--- config.mk ---
export PLATFORM = sky130hd
export DESIGN_NAME = ring_eval_seq
export DESIGN_NICKNAME = d
export VERILOG_FILES = /design/src/rtl/ring_eval_pkg.sv /design/src/rtl/ring_eval_timer.sv /design/src/rtl/ring_resp_sync.sv /design/src/rtl/ring_eval_ctrl.sv /design/src/rtl/ring_eval_seq.sv
export SDC_FILE = /design/constraint.sdc
export NUM_CORES = 1
export LEC_CHECK = 0
export BUFFER_PORTS_ARGS = -buffer_cell sky130_fd_sc_hd__buf_2
export CAP_MARGIN = 20
export CORE_MARGIN = 4
export CORE_UTILIZATION = 30
export DETAILED_ROUTE_END_ITERATION = 8
export GPL_TIMING_DRIVEN = 0
export HOLD_SLACK_MARGIN = 0.02
export PLACE_DENSITY = 0.57
export SLEW_MARGIN = 30
export SYNTH_ARGS = -nofsm -noshare
export SYNTH_HDL_FRONTEND = slang
export SYNTH_SLANG_ARGS = --single-unit
--- constraint.sdc ---
create_clock -name clk -period 2.93 [get_ports clk]
set_input_delay 0.4395 -clock clk [delete_from_list [all_inputs] [get_ports clk]]
set_output_delay 0.4395 -clock clk [all_outputs]
set_load 0.02 [all_outputs]
--- src/rtl/ring_eval_pkg.sv ---
package ring_eval_pkg;
    typedef enum logic [1:0] {
        ST_IDLE   = 2'd0,
        ST_PULSE  = 2'd1,
        ST_SETTLE = 2'd2
    } seq_state_e;
endpackage

--- src/rtl/ring_eval_timer.sv ---
module ring_eval_timer #(
    parameter int CNT_W = 16
) (
    input  logic             clk,
    input  logic             rst_n,
    input  logic             load_i,
    input  logic [CNT_W-1:0] load_val_i,
    output logic             zero_o
);
    typedef struct packed {
        logic [CNT_W-1:0] cnt;
    } tmr_t;

    tmr_t tmr_d, tmr_q;

    always_comb begin
        tmr_d = tmr_q;
        if (load_i) begin
            tmr_d.cnt = load_val_i;
        end else if (tmr_q.cnt != '0) begin
            tmr_d.cnt = tmr_q.cnt - 1'b1;
        end
    end

    always_ff @(posedge clk or negedge rst_n) begin
        if (!rst_n) tmr_q <= '0;
        else        tmr_q <= tmr_d;
    end

    assign zero_o = (tmr_q.cnt == '0);

    // Counting down one step per cycle sets the window lengths
    assert_count_step_R5: assert property (@(posedge clk) disable iff (!rst_n)
        (!load_i && !zero_o) |=> (tmr_q.cnt == $past(tmr_q.cnt) - 1'b1));

    assert_load_take_R3: assert property (@(posedge clk) disable iff (!rst_n)
        load_i |=> (tmr_q.cnt == $past(load_val_i)));
endmodule

--- src/rtl/ring_resp_sync.sv ---
module ring_resp_sync (
    input  logic clk,
    input  logic rst_n,
    input  logic async_i,
    output logic sync_o
);
    typedef struct packed {
        logic s1;
        logic s2;
    } sync_t;

    sync_t sync_d, sync_q;

    always_comb begin
        sync_d.s1 = async_i;
        sync_d.s2 = sync_q.s1;
    end

    always_ff @(posedge clk or negedge rst_n) begin
        if (!rst_n) sync_q <= '0;
        else        sync_q <= sync_d;
    end

    assign sync_o = sync_q.s2;
endmodule

--- src/rtl/ring_eval_ctrl.sv ---
module ring_eval_ctrl
    import ring_eval_pkg::*;
#(
    parameter int CHAL_W  = 64,
    parameter int CNT_W   = 16,
    parameter int RST_CYC = 4
) (
    input  logic              clk,
    input  logic              rst_n,
    input  logic              start_i,
    input  logic [CHAL_W-1:0] challenge_i,
    input  logic [CNT_W-1:0]  settle_i,
    input  logic              timer_zero_i,
    input  logic              sync_resp_i,
    output logic              timer_load_o,
    output logic [CNT_W-1:0]  timer_val_o,
    output logic              ring_rst_o,
    output logic [CHAL_W-1:0] ring_chal_o,
    output logic              resp_o,
    output logic              resp_valid_o,
    output logic              busy_o
);
    localparam logic [CNT_W-1:0] RST_LOAD = CNT_W'(RST_CYC - 1);

    typedef struct packed {
        seq_state_e        state;
        logic [CHAL_W-1:0] chal;
        logic [CNT_W-1:0]  settle;
        logic              resp;
        logic              valid;
    } ctrl_t;

    ctrl_t ctrl_d, ctrl_q;

    always_comb begin
        ctrl_d       = ctrl_q;
        ctrl_d.valid = 1'b0;
        timer_load_o = 1'b0;
        timer_val_o  = RST_LOAD;
        unique case (ctrl_q.state)
            ST_IDLE: begin
                if (start_i) begin
                    ctrl_d.state  = ST_PULSE;
                    ctrl_d.chal   = challenge_i;
                    ctrl_d.settle = settle_i;
                    timer_load_o  = 1'b1;
                    timer_val_o   = RST_LOAD;
                end
            end
            ST_PULSE: begin
                if (timer_zero_i) begin
                    ctrl_d.state = ST_SETTLE;
                    timer_load_o = 1'b1;
                    timer_val_o  = ctrl_q.settle;
                end
            end
            ST_SETTLE: begin
                if (timer_zero_i) begin
                    ctrl_d.state = ST_IDLE;
                    ctrl_d.resp  = sync_resp_i;
                    ctrl_d.valid = 1'b1;
                end
            end
            default: ctrl_d.state = ST_IDLE;
        endcase
    end

    always_ff @(posedge clk or negedge rst_n) begin
        if (!rst_n) ctrl_q <= '{state: ST_IDLE, default: '0};
        else        ctrl_q <= ctrl_d;
    end

    assign ring_rst_o   = (ctrl_q.state == ST_PULSE);
    assign ring_chal_o  = ctrl_q.chal;
    assign resp_o       = ctrl_q.resp;
    assign resp_valid_o = ctrl_q.valid;
    assign busy_o       = (ctrl_q.state != ST_IDLE);

    assert_rst_on_start_R2: assert property (@(posedge clk) disable iff (!rst_n)
        $rose(ring_rst_o) |-> ($past(start_i) && !$past(busy_o)));

    assert_rst_drop_busy_R3: assert property (@(posedge clk) disable iff (!rst_n)
        $fell(ring_rst_o) |-> busy_o);

    assert_chal_hold_R4: assert property (@(posedge clk) disable iff (!rst_n)
        (busy_o && $past(busy_o)) |-> $stable(ring_chal_o));

    assert_valid_single_R5: assert property (@(posedge clk) disable iff (!rst_n)
        resp_valid_o |=> !resp_valid_o);

    assert_no_restart_R7: assert property (@(posedge clk) disable iff (!rst_n)
        (start_i && busy_o && !ring_rst_o && !timer_zero_i) |=> !ring_rst_o);

    assert_busy_release_R8: assert property (@(posedge clk) disable iff (!rst_n)
        $rose(resp_valid_o) |-> $fell(busy_o));
endmodule

--- src/rtl/ring_eval_seq.sv ---
module ring_eval_seq #(
    parameter int CHAL_W  = 64,
    parameter int CNT_W   = 16,
    parameter int RST_CYC = 4
) (
    input  logic              clk,
    input  logic              rst_n,
    input  logic              start_i,
    input  logic [CHAL_W-1:0] challenge_i,
    input  logic [CNT_W-1:0]  settle_i,
    output logic              ring_rst_o,
    output logic [CHAL_W-1:0] ring_chal_o,
    input  logic              ring_resp_i,
    output logic              resp_o,
    output logic              resp_valid_o,
    output logic              busy_o
);
    logic             timer_load;
    logic [CNT_W-1:0] timer_val;
    logic             timer_zero;
    logic             sync_resp;

    ring_eval_timer #(.CNT_W(CNT_W)) timer_i (
        .clk        (clk),
        .rst_n      (rst_n),
        .load_i     (timer_load),
        .load_val_i (timer_val),
        .zero_o     (timer_zero)
    );

    ring_resp_sync sync_i (
        .clk     (clk),
        .rst_n   (rst_n),
        .async_i (ring_resp_i),
        .sync_o  (sync_resp)
    );

    ring_eval_ctrl #(
        .CHAL_W  (CHAL_W),
        .CNT_W   (CNT_W),
        .RST_CYC (RST_CYC)
    ) ctrl_i (
        .clk          (clk),
        .rst_n        (rst_n),
        .start_i      (start_i),
        .challenge_i  (challenge_i),
        .settle_i     (settle_i),
        .timer_zero_i (timer_zero),
        .sync_resp_i  (sync_resp),
        .timer_load_o (timer_load),
        .timer_val_o  (timer_val),
        .ring_rst_o   (ring_rst_o),
        .ring_chal_o  (ring_chal_o),
        .resp_o       (resp_o),
        .resp_valid_o (resp_valid_o),
        .busy_o       (busy_o)
    );
endmodule

Yosys cells after proc, flatten, opt, wreduce, memory -nomap -nowiden
Cells that the tools add are included.

Add/sub/neg operators: 1. Equality and inequality tests: 5. Muxes and demuxes: 13. Reductions and logical operators: 8.

Operator list (count): $mux W82 (1); $mux W16 (4); $logic_not A16 Y1 (1); $reduce_bool A16 Y1 (1); $sub A16 B1 Y16 const B (1); $pmux W2 S3 (1); $mux W1 (4); $mux W2 (2); $ne A2 B1 Y1 const B (2); $reduce_and A2 Y1 (2); $reduce_bool A2 Y1 (2); $reduce_and A3 Y1 (1); $eq A2 B1 Y1 const B (1); $eq A2 B2 Y1 const B (1); $logic_not A2 Y1 (1); $ne A2 B2 Y1 const B (1); $pmux W1 S2 (1).

Flip-flop bits (word level): 102. Output and inout bits: 68. Word-level logic and storage cells: 35.

Longest topological paths before layout
Depth after elaboration: 4. Gate-level depth with buffers: 7. Gate-level depth less buffers: 6.

Hierarchy
Synthesis repeated with hierarchy kept, for this count alone.

Cell total of the unflattened synthesis: 373. Area, all modules: 5211.2 sq um.

By module, submodules not included: ring_eval_ctrl (instances 1, cells each 267, area an instance 4155.2 sq um); ring_eval_timer (instances 1, cells each 104, area an instance 1006.0 sq um); ring_resp_sync (instances 1, cells each 2, area an instance 50.0 sq um).

Least setup slack after synthesis
No wires, ideal clock.

Kind: register to register. From: register timer_i.tmr_q[0] (netlist name). To: register ctrl_i.ctrl_q (netlist bit ctrl_i.resp_o). Arrival: 1.978 ns. Data required time: 2.803 ns. Setup slack: 0.824 ns. Stages on the path, launching flop included: 7. Path buffers: 0. Path through: dfrtp_1 inv_1 ha_1 or4b_2 nor4_4 and3b_1 mux2_1.

Word-level cells in the longest chain between the ends: 2.

RTL lines: from (decl) (RTL line ring_eval_timer.sv:14) `tmr_t tmr_d, tmr_q;`; from (signal assigned) (RTL line ring_eval_timer.sv:27) `else tmr_q <= tmr_d;`; $logic_not A16 Y1 (RTL line ring_eval_timer.sv:30) `assign zero_o = (tmr_q.cnt == '0);`; $reduce_and A2 Y1 (no source line); to (signal assigned) (RTL line ring_eval_ctrl.sv:70) `else ctrl_q <= ctrl_d;`; to (decl) (RTL line ring_eval_ctrl.sv:33) `ctrl_t ctrl_d, ctrl_q;`.

No other way between the ends. A chain may end at the register's enable or synchronous reset.

Worst setup path after layout
From: register timer_i.tmr_q[0] (netlist name). To: register timer_i.tmr_q[10] (netlist name).

Word-level cells in the longest chain between the ends: 4. Elaborated cells on any way between the ends: 10. Those cells by class: 1 x add/sub; 6 x mux; 3 x reduce/logical.

RTL lines: branches (longest 4 deep; another with $sub A16 B1 Y16).

Several ways; the timed one is not identified. The select of a mux whose other input is x is not followed.

==> results.sh <==
export IMPL_synthArstFlopShare=1.00
export IMPL_yosys_area_share_adder=0.00543
export IMPL_synthCells=509
export IMPL_critPathLaunch="timer_i.tmr_q[0]$_DFFE_PN0P_"
export IMPL_cts_resized=0
export IMPL_cp_required_ns=3.16
export IMPL_crit_type="flip-flop to flip-flop"
export IMPL_dp_cells=849
export IMPL_synth_top_flop_cell="dfrtp_1"
export IMPL_crit_path_start_kind="flip-flop"
export IMPL_worst_slack_ns=0.602
export IMPL_cp_max_fo=10
export IMPL_vdd_drop_max_uv=379
export IMPL_vias_per_cell=4.24
export IMPL_p_sw_frac=0.363
export IMPL_die_h_um=132
export IMPL_initialDrtViolationCount=117
export IMPL_initial_core_util=0.304
export IMPL_hold_violations=0
export IMPL_avgSynthCellArea_um2=9.05
export IMPL_rsz0062_at_grt="false"
export IMPL_synth_top_area_cell="dfrtp_1"
export IMPL_finalMaxSlewViolations=0
export IMPL_via_count=3664
export IMPL_syn_nets=595
export IMPL_post_cts_setup_buffers=0
export IMPL_synth_top_cell_area_share=0.554
export IMPL_synth_compound_area_frac=0.0388
export IMPL_finalCritPeriodShare=0.795
export IMPL_place_area_mm2=0.00562
export IMPL_drive_gt1_frac=0.355
export IMPL_grt_max_degree=64
export IMPL_crit_path_end="timer_i.tmr_q[10]$_DFFE_PN0P_"
export IMPL_antenna_cells=0
export IMPL_fillers=1531
export IMPL_comb_power_share=0.408
export IMPL_r2r_slack_ns=0.60
export IMPL_worst_setup_path_end_kind="flip-flop"
export IMPL_hpwl_um=8360
export IMPL_ys_ff_latch=102
export IMPL_reg2reg_depth=7
export IMPL_drc=0
export IMPL_dp_slack_ns=0.631
export IMPL_synth_cell_type_count=35
export IMPL_fmax_mhz=429
export IMPL_cts_clk_slew_worst_paths_ns=0.07
export IMPL_fin_area_mm2=0.00594
export IMPL_fin_crit_ns=2.33
export IMPL_layout_nets=758
export IMPL_intPower_mw=3.94
export IMPL_die_area_mm2=0.0174
export IMPL_hold_class="input port to async pin"
export IMPL_crit_arrival_ns=2.56
export IMPL_seq_power_share=0.387
export IMPL_ant_nets=0
export IMPL_fin_cells=865
export IMPL_p_sw_mw=2.25
export IMPL_clk_latency_ns=0.34
export IMPL_ctsLongestPathBuffers=2
export IMPL_slew_headroom=0.499
export IMPL_cts_sinks=102
export IMPL_synthSimpleGateAreaFrac=0.249
export IMPL_netlist_top_cells_area="dfrtp_1 55%, nand2_1 20%, buf_4 11%"
export IMPL_syn_area_mm2=0.00461
export IMPL_rows=45
export IMPL_cellPowerDensity_mw_per_mm2=1040
export IMPL_setup_viol=0
export IMPL_dr_pass1_iters=4
export IMPL_outcome="completed"
export IMPL_design_core_area_mm2=0.0151
export IMPL_place_congestion=0.806
export IMPL_pwr_share_clk=0.205
export IMPL_skew_ns=0.00678
export IMPL_reg2reg_from="timer_i.tmr_q[0]$_DFFE_PN0P_"
export IMPL_r2r_end="timer_i.tmr_q[10]$_DFFE_PN0P_"
export IMPL_wl_um=11100
export IMPL_ctsHoldBuffers=0
export IMPL_grt_pass1_vias=3830
export IMPL_synth_xor_area_frac=0.0209
export IMPL_cts_root_buf="clkbuf_16"
export IMPL_cts_tree="built"
export IMPL_antenna_found_initial=0
export IMPL_die_x_um=132
export IMPL_synth_edf_count=0
export IMPL_wl_per_cell_um=12.8
export IMPL_htree_levels=3
export IMPL_fin_tns_setup_ns=0
export IMPL_p_leak_nw=3.38
export IMPL_cap_violations=0
export IMPL_yosysWarningCount=0
export IMPL_track_usage=0.132
export IMPL_grt_first_pass_wirelength_um=18700
export IMPL_ioPinCount=152
export IMPL_synth_top_family_by_area="simple AND/OR/NAND/NOR gates"
export IMPL_grt_overflow=0
export IMPL_io_buffers=151
export IMPL_syn2layout_area_growth_pct=28.9
export IMPL_numCtsBuffers=9
export IMPL_worst_pin_slew_ns=0.750
export IMPL_muxShareOfSynthArea=0.00244
export IMPL_seq_area_frac_synth=0.554
[state kept, by name, indices dropped and copies added (netlist names)]
name                 flops
ctrl_i.ctrl_q           18
ctrl_i.resp_o            1
ctrl_i.resp_valid_o      1
ctrl_i.ring_chal_o      64
sync_i.sync_d            1
sync_i.sync_o            1
timer_i.tmr_q           16
[cell families (layout without fill, tap and decap cells)]
family          after synthesis  in the layout
compound gates               23             23
buf+inv                      91            259
fa+ha+maj                     2              2
mux                           1              1
xor+xnor                     11             11
simple gates                279            279
flops                       102            102
[stage by stage]
stage	util	hold WS [ns]	power (mW)
floorplan	-	0.144	4.21
global placement	0.370	0.347	4.91
detailed placement	0.371	0.349	4.97
CTS	0.392	0.0942	6.28
global route	0.392	0.127	6.64
finish	0.392	0.0821	6.19
[worst min-delay path by stage]
stage	startpoint	endpoint	slack, ns
2_1_floorplan	rst_n	ctrl_i.ctrl_q[10]$_DFFE_PN0P_	0.14
3_3_place_gp	sync_i.sync_d[0]$_DFF_PN0_	sync_i.sync_o$_DFF_PN0_	0.35
3_5_place_dp	sync_i.sync_d[0]$_DFF_PN0_	sync_i.sync_o$_DFF_PN0_	0.35
4_1_cts	rst_n	ctrl_i.ring_chal_o[58]$_DFFE_PN0P_	0.09
5_1_grt	rst_n	ctrl_i.ring_chal_o[0]$_DFFE_PN0P_	0.13
6_report	rst_n	ctrl_i.ring_chal_o[0]$_DFFE_PN0P_	0.08
[synthesized netlist by cell type (2+ instances only)]
master and instances:
a211o_1 2, a22o_1 10, a22oi_1 2, buf_2 2, buf_4 65, clkbuf_1 19
dfrtp_1 102, ha_1 2, inv_1 4, nand2_1 244, nand2b_1 3, nand3_1 3
nand4_1 2, nor2_1 6, nor3_1 3, nor3b_1 2, nor4_1 4, o21ai_0 4
o22ai_1 2, or3_1 2, or4_1 3, xnor2_1 4, xor2_1 7
[cells in the final DEF (no fill, tap or decap), drive strengths merged, types with 3 or more instances in the layout]
| master | n |
|---|---|
| xor2 | 7 |
| nor4 | 5 |
| buf | 220 |
| a22o | 10 |
| xnor2 | 4 |
| or4 | 3 |
| nand3 | 3 |
| inv | 4 |
| o21ai | 4 |
| nor2 | 6 |
| nor3 | 3 |
| nand2 | 244 |
| clkbuf | 29 |
| nand2b | 3 |
| clkinv | 3 |
| dfrtp | 102 |
[metal layers]
layer,track usage,up-vias,part of all wire
met3,0.0282,13,0.058
met5,0,-,0
met4,0.0601,0,0.019
met1,0.173,1689,0.46
li1,-,1859,-
met2,0.212,103,0.47
[power groups by stage]
| stage | sequential, mW | combinational, mW | clock (mW) |
|---|---|---|---|
| floorplan | 2.30 | 1.91 | 0 |
| global route | 2.48 | 2.79 | 1.37 |
| finish | 2.40 | 2.52 | 1.27 |
| CTS | 2.40 | 2.57 | 1.32 |
| detailed placement | 2.42 | 2.56 | 0 |
| global placement | 2.38 | 2.53 | 0 |
[critical path, cell delays in order, from the launching register on]
cell	delay, ns
dfrtp_1	0.42
inv_1	0.10
ha_1	0.15
or4b_2	0.63
nor4_4	0.33
nor2_1	0.16
buf_2	0.22
a22o_1	0.20
[final cells by class]
| class | instances | area [um2] | share of cell area |
|---|---|---|---|
| multi-input cells | 316 | 1460 | 0.245 |
| inverters | 4 | 15.0 | 0.00253 |
| repair buffers | 152 | 782 | 0.132 |
| plain buffers | 87 | 581 | 0.0978 |
| clock buffers | 10 | 229 | 0.0386 |
| flip-flops and latches | 102 | 2550 | 0.430 |
| well taps | 188 | 235 | 0.0396 |
| clock inverters | 6 | 86.3 | 0.0145 |
Power figures use the tool's default switching activity.
